## src/rtl/wdt_pkg.sv

```systemverilog
package wdt_pkg;

  localparam int WIN_BIT  = 7;
  localparam int DBG_BIT  = 6;
  localparam int MASK_BIT = 5;
  localparam int RATE_W   = 3;
  localparam int RATE_MAX = 7;

  typedef struct packed {
    logic              win;
    logic              dbg;
    logic [RATE_W-1:0] rate;
  } wdt_cfg_t;

  // Last counter value before the timeout for a given rate.
  function automatic logic [31:0] wdt_last(input logic [RATE_W-1:0] rate,
                                           input int unsigned base_exp);
    int unsigned e;
    e = base_exp + 2 * int'(rate);
    return (32'd1 << e) - 32'd1;
  endfunction

  // Whether the counter may advance under the current low-power state.
  function automatic logic wdt_may_run(input logic stop, input logic pseudo,
                                       input logic osc_pe, input logic [1:0] sel);
    if (!stop)  return 1'b1;
    if (sel[1]) return 1'b1;
    return pseudo && sel[0] && osc_pe;
  endfunction

endpackage

```

## src/rtl/wdt_ctrl_reg.sv

```systemverilog
module wdt_ctrl_reg
  import wdt_pkg::*;
(
  input  logic              clk,
  input  logic              rst_n,
  input  logic              mode_special,
  input  logic              wr_en,
  input  logic [7:0]        wr_data,
  input  logic [RATE_W-1:0] init_rate,
  input  logic              init_win,
  output wdt_cfg_t          cfg,
  output logic              lock_q,
  output logic              wr_restart,
  output logic              boot_restart
);

  logic     load_pend;
  logic     fld_ok;
  logic     rate_nz;
  logic     dbg_rise;
  wdt_cfg_t cfg_nxt;

  assign rate_nz  = |wr_data[RATE_W-1:0];
  assign fld_ok   = wr_en && !load_pend && !wr_data[MASK_BIT]
                    && (mode_special || !lock_q);
  assign dbg_rise = wr_en && !load_pend && !cfg.dbg && wr_data[DBG_BIT];

  assign boot_restart = load_pend && (|init_rate);

  always_comb begin
    wr_restart = 1'b0;
    if (!load_pend) begin
      if (mode_special)
        wr_restart = wr_en;
      else
        wr_restart = (fld_ok && (rate_nz || wr_data[WIN_BIT])) || dbg_rise;
    end
  end

  always_comb begin
    cfg_nxt = cfg;
    if (load_pend) begin
      cfg_nxt.rate = init_rate;
      cfg_nxt.win  = init_win;
      cfg_nxt.dbg  = 1'b0;
    end else begin
      if (fld_ok) begin
        if (mode_special) begin
          cfg_nxt.rate = wr_data[RATE_W-1:0];
          cfg_nxt.win  = wr_data[WIN_BIT];
        end else begin
          if (rate_nz)          cfg_nxt.rate = wr_data[RATE_W-1:0];
          if (wr_data[WIN_BIT]) cfg_nxt.win  = 1'b1;
        end
      end
      if (wr_en) begin
        if (mode_special) cfg_nxt.dbg = wr_data[DBG_BIT];
        else              cfg_nxt.dbg = cfg.dbg | wr_data[DBG_BIT];
      end
    end
  end

  always_ff @(posedge clk or negedge rst_n) begin
    if (!rst_n) begin
      load_pend <= 1'b1;
      cfg       <= '0;
      lock_q    <= 1'b0;
    end else begin
      load_pend <= 1'b0;
      cfg       <= cfg_nxt;
      if (fld_ok && !mode_special) lock_q <= 1'b1;
    end
  end

endmodule

```

## src/rtl/wdt_src_monitor.sv

```systemverilog
module wdt_src_monitor (
  input  logic       clk,
  input  logic       rst_n,
  input  logic [1:0] clk_sel,
  input  logic       osc_good,
  output logic       sel_change,
  output logic       osc_loss
);

  logic       seen_q;
  logic [1:0] sel_q;
  logic       osc_q;

  assign sel_change = seen_q && (sel_q != clk_sel);
  assign osc_loss   = seen_q && osc_q && !osc_good && (clk_sel == 2'b01);

  always_ff @(posedge clk or negedge rst_n) begin
    if (!rst_n) begin
      seen_q <= 1'b0;
      sel_q  <= 2'b00;
      osc_q  <= 1'b0;
    end else begin
      seen_q <= 1'b1;
      sel_q  <= clk_sel;
      osc_q  <= osc_good;
    end
  end

endmodule

```

## src/rtl/wdt_counter.sv

```systemverilog
module wdt_counter
  import wdt_pkg::*;
#(
  parameter int BASE_EXP = 12,
  parameter int CW       = BASE_EXP + 2 * RATE_MAX
) (
  input  logic              clk,
  input  logic              rst_n,
  input  logic [RATE_W-1:0] rate,
  input  logic              tick,
  input  logic              run_ok,
  input  logic              restart,
  output logic [CW-1:0]     cnt,
  output logic              at_term,
  output logic              req
);

  logic adv;

  assign adv     = (|rate) && tick && run_ok;
  assign at_term = adv && (32'(cnt) == wdt_last(rate, BASE_EXP));

  always_ff @(posedge clk or negedge rst_n) begin
    if (!rst_n) begin
      cnt <= '0;
      req <= 1'b0;
    end else if (restart) begin
      cnt <= '0;
      req <= 1'b0;
    end else if (at_term) begin
      cnt <= '0;
      req <= 1'b1;
    end else begin
      req <= 1'b0;
      if (adv) cnt <= cnt + 1'b1;
    end
  end

endmodule

```

## src/rtl/wdt_lock_top.sv

```systemverilog
module wdt_lock_top
  import wdt_pkg::*;
#(
  parameter int BASE_EXP = 12
) (
  input  logic        clk,
  input  logic        rst_n,
  input  logic        mode_special,
  input  logic        wr_en,
  input  logic [7:0]  wr_data,
  input  logic [2:0]  init_rate,
  input  logic        init_win,
  input  logic        stop_mode,
  input  logic        pseudo_stop,
  input  logic        osc_pstop_en,
  input  logic [1:0]  clk_sel,
  input  logic        osc_good,
  input  logic        tick,
  output logic        wdt_reset_req,
  output logic [7:0]  reg_rdata
);

  localparam int CW = BASE_EXP + 2 * RATE_MAX;

  wdt_cfg_t      cfg;
  logic          lock_q;
  logic          wr_restart;
  logic          boot_restart;
  logic          sel_change;
  logic          osc_loss;
  logic          restart;
  logic          run_ok;
  logic          halted;
  logic          at_term;
  logic [CW-1:0] cnt;

  wdt_ctrl_reg u_reg (
    .clk          (clk),
    .rst_n        (rst_n),
    .mode_special (mode_special),
    .wr_en        (wr_en),
    .wr_data      (wr_data),
    .init_rate    (init_rate),
    .init_win     (init_win),
    .cfg          (cfg),
    .lock_q       (lock_q),
    .wr_restart   (wr_restart),
    .boot_restart (boot_restart)
  );

  wdt_src_monitor u_src (
    .clk        (clk),
    .rst_n      (rst_n),
    .clk_sel    (clk_sel),
    .osc_good   (osc_good),
    .sel_change (sel_change),
    .osc_loss   (osc_loss)
  );

  assign restart = wr_restart || boot_restart || sel_change || osc_loss;
  assign run_ok  = wdt_may_run(stop_mode, pseudo_stop, osc_pstop_en, clk_sel);
  assign halted  = !run_ok;

  wdt_counter #(.BASE_EXP(BASE_EXP), .CW(CW)) u_cnt (
    .clk     (clk),
    .rst_n   (rst_n),
    .rate    (cfg.rate),
    .tick    (tick),
    .run_ok  (run_ok),
    .restart (restart),
    .cnt     (cnt),
    .at_term (at_term),
    .req     (wdt_reset_req)
  );

  assign reg_rdata = {cfg.win, cfg.dbg, 3'b000, cfg.rate};

endmodule

```

## config.mk

```make
export PLATFORM = sky130hd
export DESIGN_NAME = wdt_lock_top
export DESIGN_NICKNAME = d
export VERILOG_FILES = /design/src/rtl/wdt_pkg.sv /design/src/rtl/wdt_ctrl_reg.sv /design/src/rtl/wdt_src_monitor.sv /design/src/rtl/wdt_counter.sv /design/src/rtl/wdt_lock_top.sv
export SDC_FILE = /design/constraint.sdc
export NUM_CORES = 1
export LEC_CHECK = 0
export BUFFER_PORTS_ARGS = -buffer_cell sky130_fd_sc_hd__buf_4
export CAP_MARGIN = 10
export CORE_MARGIN = 2
export CORE_UTILIZATION = 59
export DETAILED_ROUTE_END_ITERATION = 10
export GPL_ROUTABILITY_DRIVEN = 0
export HOLD_SLACK_MARGIN = 0.12
export PLACE_DENSITY = 0.81
export SLEW_MARGIN = 20
export SYNTH_ARGS = -nofsm -noshare
export SYNTH_HDL_FRONTEND = slang
export SYNTH_SLANG_ARGS = --single-unit
```

## constraint.sdc

```tcl
create_clock -name clk -period 3.5 [get_ports clk]
set_clock_uncertainty 0.05 [all_clocks]
set_input_delay 0.525 -clock clk [delete_from_list [all_inputs] [get_ports clk]]
set_output_delay 0.525 -clock clk [all_outputs]
set_load 0.01 [all_outputs]
```

==> impl_metrics.ini <==
[power_and_ir_drop]
peakVddDrop_v = 0.000318
pwr_density_cell_nw_per_um2 = 332
leakagePower_nw = 1.23

[route]
vias = 2471
ant_nets = 0
drt_iter0_markers = 239
routed_wl_um = 6150
firstDrtPassIters = 6
viasPerCell = 6.09
post-route-drc-count = 0
wl_per_cell_um = 15.1

[min_path]
hold_path_class = input pin to async pin

[floorplanning]
fp-row-count = 24
die_area_um2 = 5140
floorplan.initialDensity_pct = 61.7
die_y_um = 71.7
core-area_um2 = 4380
io_pins = 32
die_x_um = 71.7

[run]
cap_violations = 0

[timing]
rsz0062_at_grt = no
worstMarginPinSlew_ns = 0.680
max_freq_mhz = 318
fin_setup_tns_ns = 0
slew_headroom_pct = 54.0
period_needed_ns = 3.15
period_share_pct = 90.0
hold_violations = 0
maxSlewViolCount = 0
setup_viol_count_final = 0

[yosys]
synth-xor-area-share_pct = 4.53
syn_area_per_cell_um2 = 8.13
synth.most_common_cell = nand2_1
synth_area_um2 = 2710
synth_common_cells = 43 x nand2_1, 37 x dfrtp_1, 27 x nor2_1
ys_seq_area_share_pct = 35.2
ys_ff_latch = 38
synthDistinctLibCells = 60
synth_cells = 333
synth.top_cell.area_share_pct = 34.2
synth_simple_gate_area_share_pct = 31.2
synth_area_leader_cell = dfrtp_1
synth.area.mux_share_pct = 1.85
synth_edf_count = 0
yosys-top-cells-area = dfrtp_1 34%, nand2_1 6.0%, nor2_1 3.7%
yosysWarnings = 0
synthAdderAreaFrac_pct = 3.24
synth_compound_area_share_pct = 17.6
async_flop_share_pct = 100
synth_top_family_by_area = simple AND/OR/NAND/NOR gates
synthFlopType = dfrtp_1

[clock_tree]
cts_hold_buffers = 0
post_cts_buffers = 0
clock_path_buffers = 2
clk_pin_slew_ns = 0.08
cts_sinks = 38
htreeDepth = 2
clock_latency_ns = 0.29
cts_tree = yes
numCtsBuffers = 5
postCtsResizedCells = 0
clockRootBuffer = clkbuf_8

[global_routing]
antenna_found_initial = 0
grt_pass1_vias = 2375
grt_pass1_wl_um = 10900
grt_max_degree = 39
grt-ovfl-total = 0
grt_usage_pct = 26.6

[critical_path]
worstRegToRegCells = 10
cp-start-kind = register
cp_max_fo = 15
end_kind = register
rr_startpoint = u_reg.cfg[1]
rrSetupSlack_ns = 0.35
timing.rr.end = u_cnt.cnt[23]
critPathMaxStageDelay_ns = 0.63
crit_type = register to register
cpMostUsedCell = inv_1
path_cells = inv_1, ha_1, inv_1, nor3_1, a2111oi_1, o221ai_1, or4_4, buf_4, a31oi_1, o22ai_1
crit_arrival_ns = 3.27
slowest_stage = or4_4
required_ns = 3.62

[outcome]
outcome = complete, no violations

[cells_and_area]
syn2layout_area_growth_pct = 11.2
diodes = 0
nets = 383
drive_gt1_share_pct = 14.1
final_core_util_pct = 68.6

[placed_design]
dp_hpwl_um = 4560
io_buffers = 26
[where the power goes]
part | switching, mW | leakage [nW] | internal (mW)
logic | 0.143 | 0.680 | 0.0946
registers | 0.0110 | 0.505 | 0.449
clock network | 0.161 | 0.0441 | 0.140
total | 0.315 | 1.23 | 0.684
[per-stage QoR]
stage	cell area (µm²)	power, mW	hold slack, ns	instances	worst slack [ns]
3_5_place_dp	2920	0.703	0.401	398	0.263
4_1_cts	3010	1.01	0.148	406	0.245
5_1_grt	3010	1.06	0.160	406	0.111
3_3_place_gp	2920	0.697	0.394	398	0.316
6_report	3010	0.999	0.133	406	0.351
2_1_floorplan	2720	0.623	0.179	336	0.330
[final cells by class]
type                       instances  area, µm²
clock buffer                       5       68.8
clock inverter                     3       21.3
fill                             369       1380
inverter                          10       37.5
multi-input combinational        264       1610
sequential                        38        952
tap                               52       65.1
timing repair buffer              34        255
[kinds of logic after synthesis]
kind of cell | count (synthesis)
buf+inv | 34
simple gates | 159
compound gates | 74
mux | 5
other cells | 2
fa+ha+maj | 7
xor+xnor | 14
flops | 38
[worst max-delay path: cells and delay by family, from the launching register on]
kind,cells,cell delay [ns]
adder cells (fa/ha/maj),1,0.42
buffers and inverters,3,0.60
flip-flops,1,0.38
AND/OR/NAND/NOR,2,0.72
AO/OA/AOI/OAI,4,0.85
[layer usage]
layer	global-route usage (%)	routed length [µm]
met1	37.8	2840
met3	5.20	359
met4	7.55	53
met5	0	0
met2	41.5	2890
[placed cells by master (no fill, tap or decap), types with 3 or more instances in the layout]
| cell | instances |
|---|---|
| nor2_1 | 27 |
| a21oi_1 | 17 |
| ha_1 | 7 |
| nand4_1 | 9 |
| o2111ai_1 | 3 |
| dfrtp_1 | 37 |
| inv_1 | 10 |
| a31oi_1 | 12 |
| nor4_1 | 6 |
| o22ai_1 | 4 |
| nor3_1 | 13 |
| conb_1 | 5 |
| nand2b_1 | 4 |
| and2_1 | 6 |
| mux2i_1 | 5 |
| nand3_1 | 20 |
| xnor2_1 | 7 |
| nor2b_1 | 4 |
| xor2_1 | 7 |
| buf_4 | 34 |
| clkbuf_8 | 5 |
| nand2_1 | 43 |
| o21ai_0 | 16 |
| and3_1 | 6 |
[sequential cells by signal, indices dropped and copies added (netlist names)]
signal and flops:
u_cnt.cnt 26, u_cnt.req 1, u_reg.cfg 5, u_reg.load_pend 1
u_reg.lock_q 1, u_src.osc_q 1, u_src.seen_q 1, u_src.sel_q 2
[worst max-delay path by stage]
stage	from	endpoint	slack [ns]	cells past startpoint
after floorplan	u_reg.cfg[1]	u_cnt.cnt[12]	0.33	13
after global routing	u_reg.cfg[1]	u_cnt.cnt[23]	0.11	10
after global placement	u_reg.cfg[1]	u_cnt.cnt[23]	0.32	10
after detailed placement	u_reg.cfg[1]	u_cnt.cnt[19]	0.26	10
after CTS	u_reg.cfg[1]	u_cnt.cnt[19]	0.24	10
final	u_reg.cfg[1]	u_cnt.cnt[23]	0.35	10
Note: power is estimated with default switching activity, not from simulation.
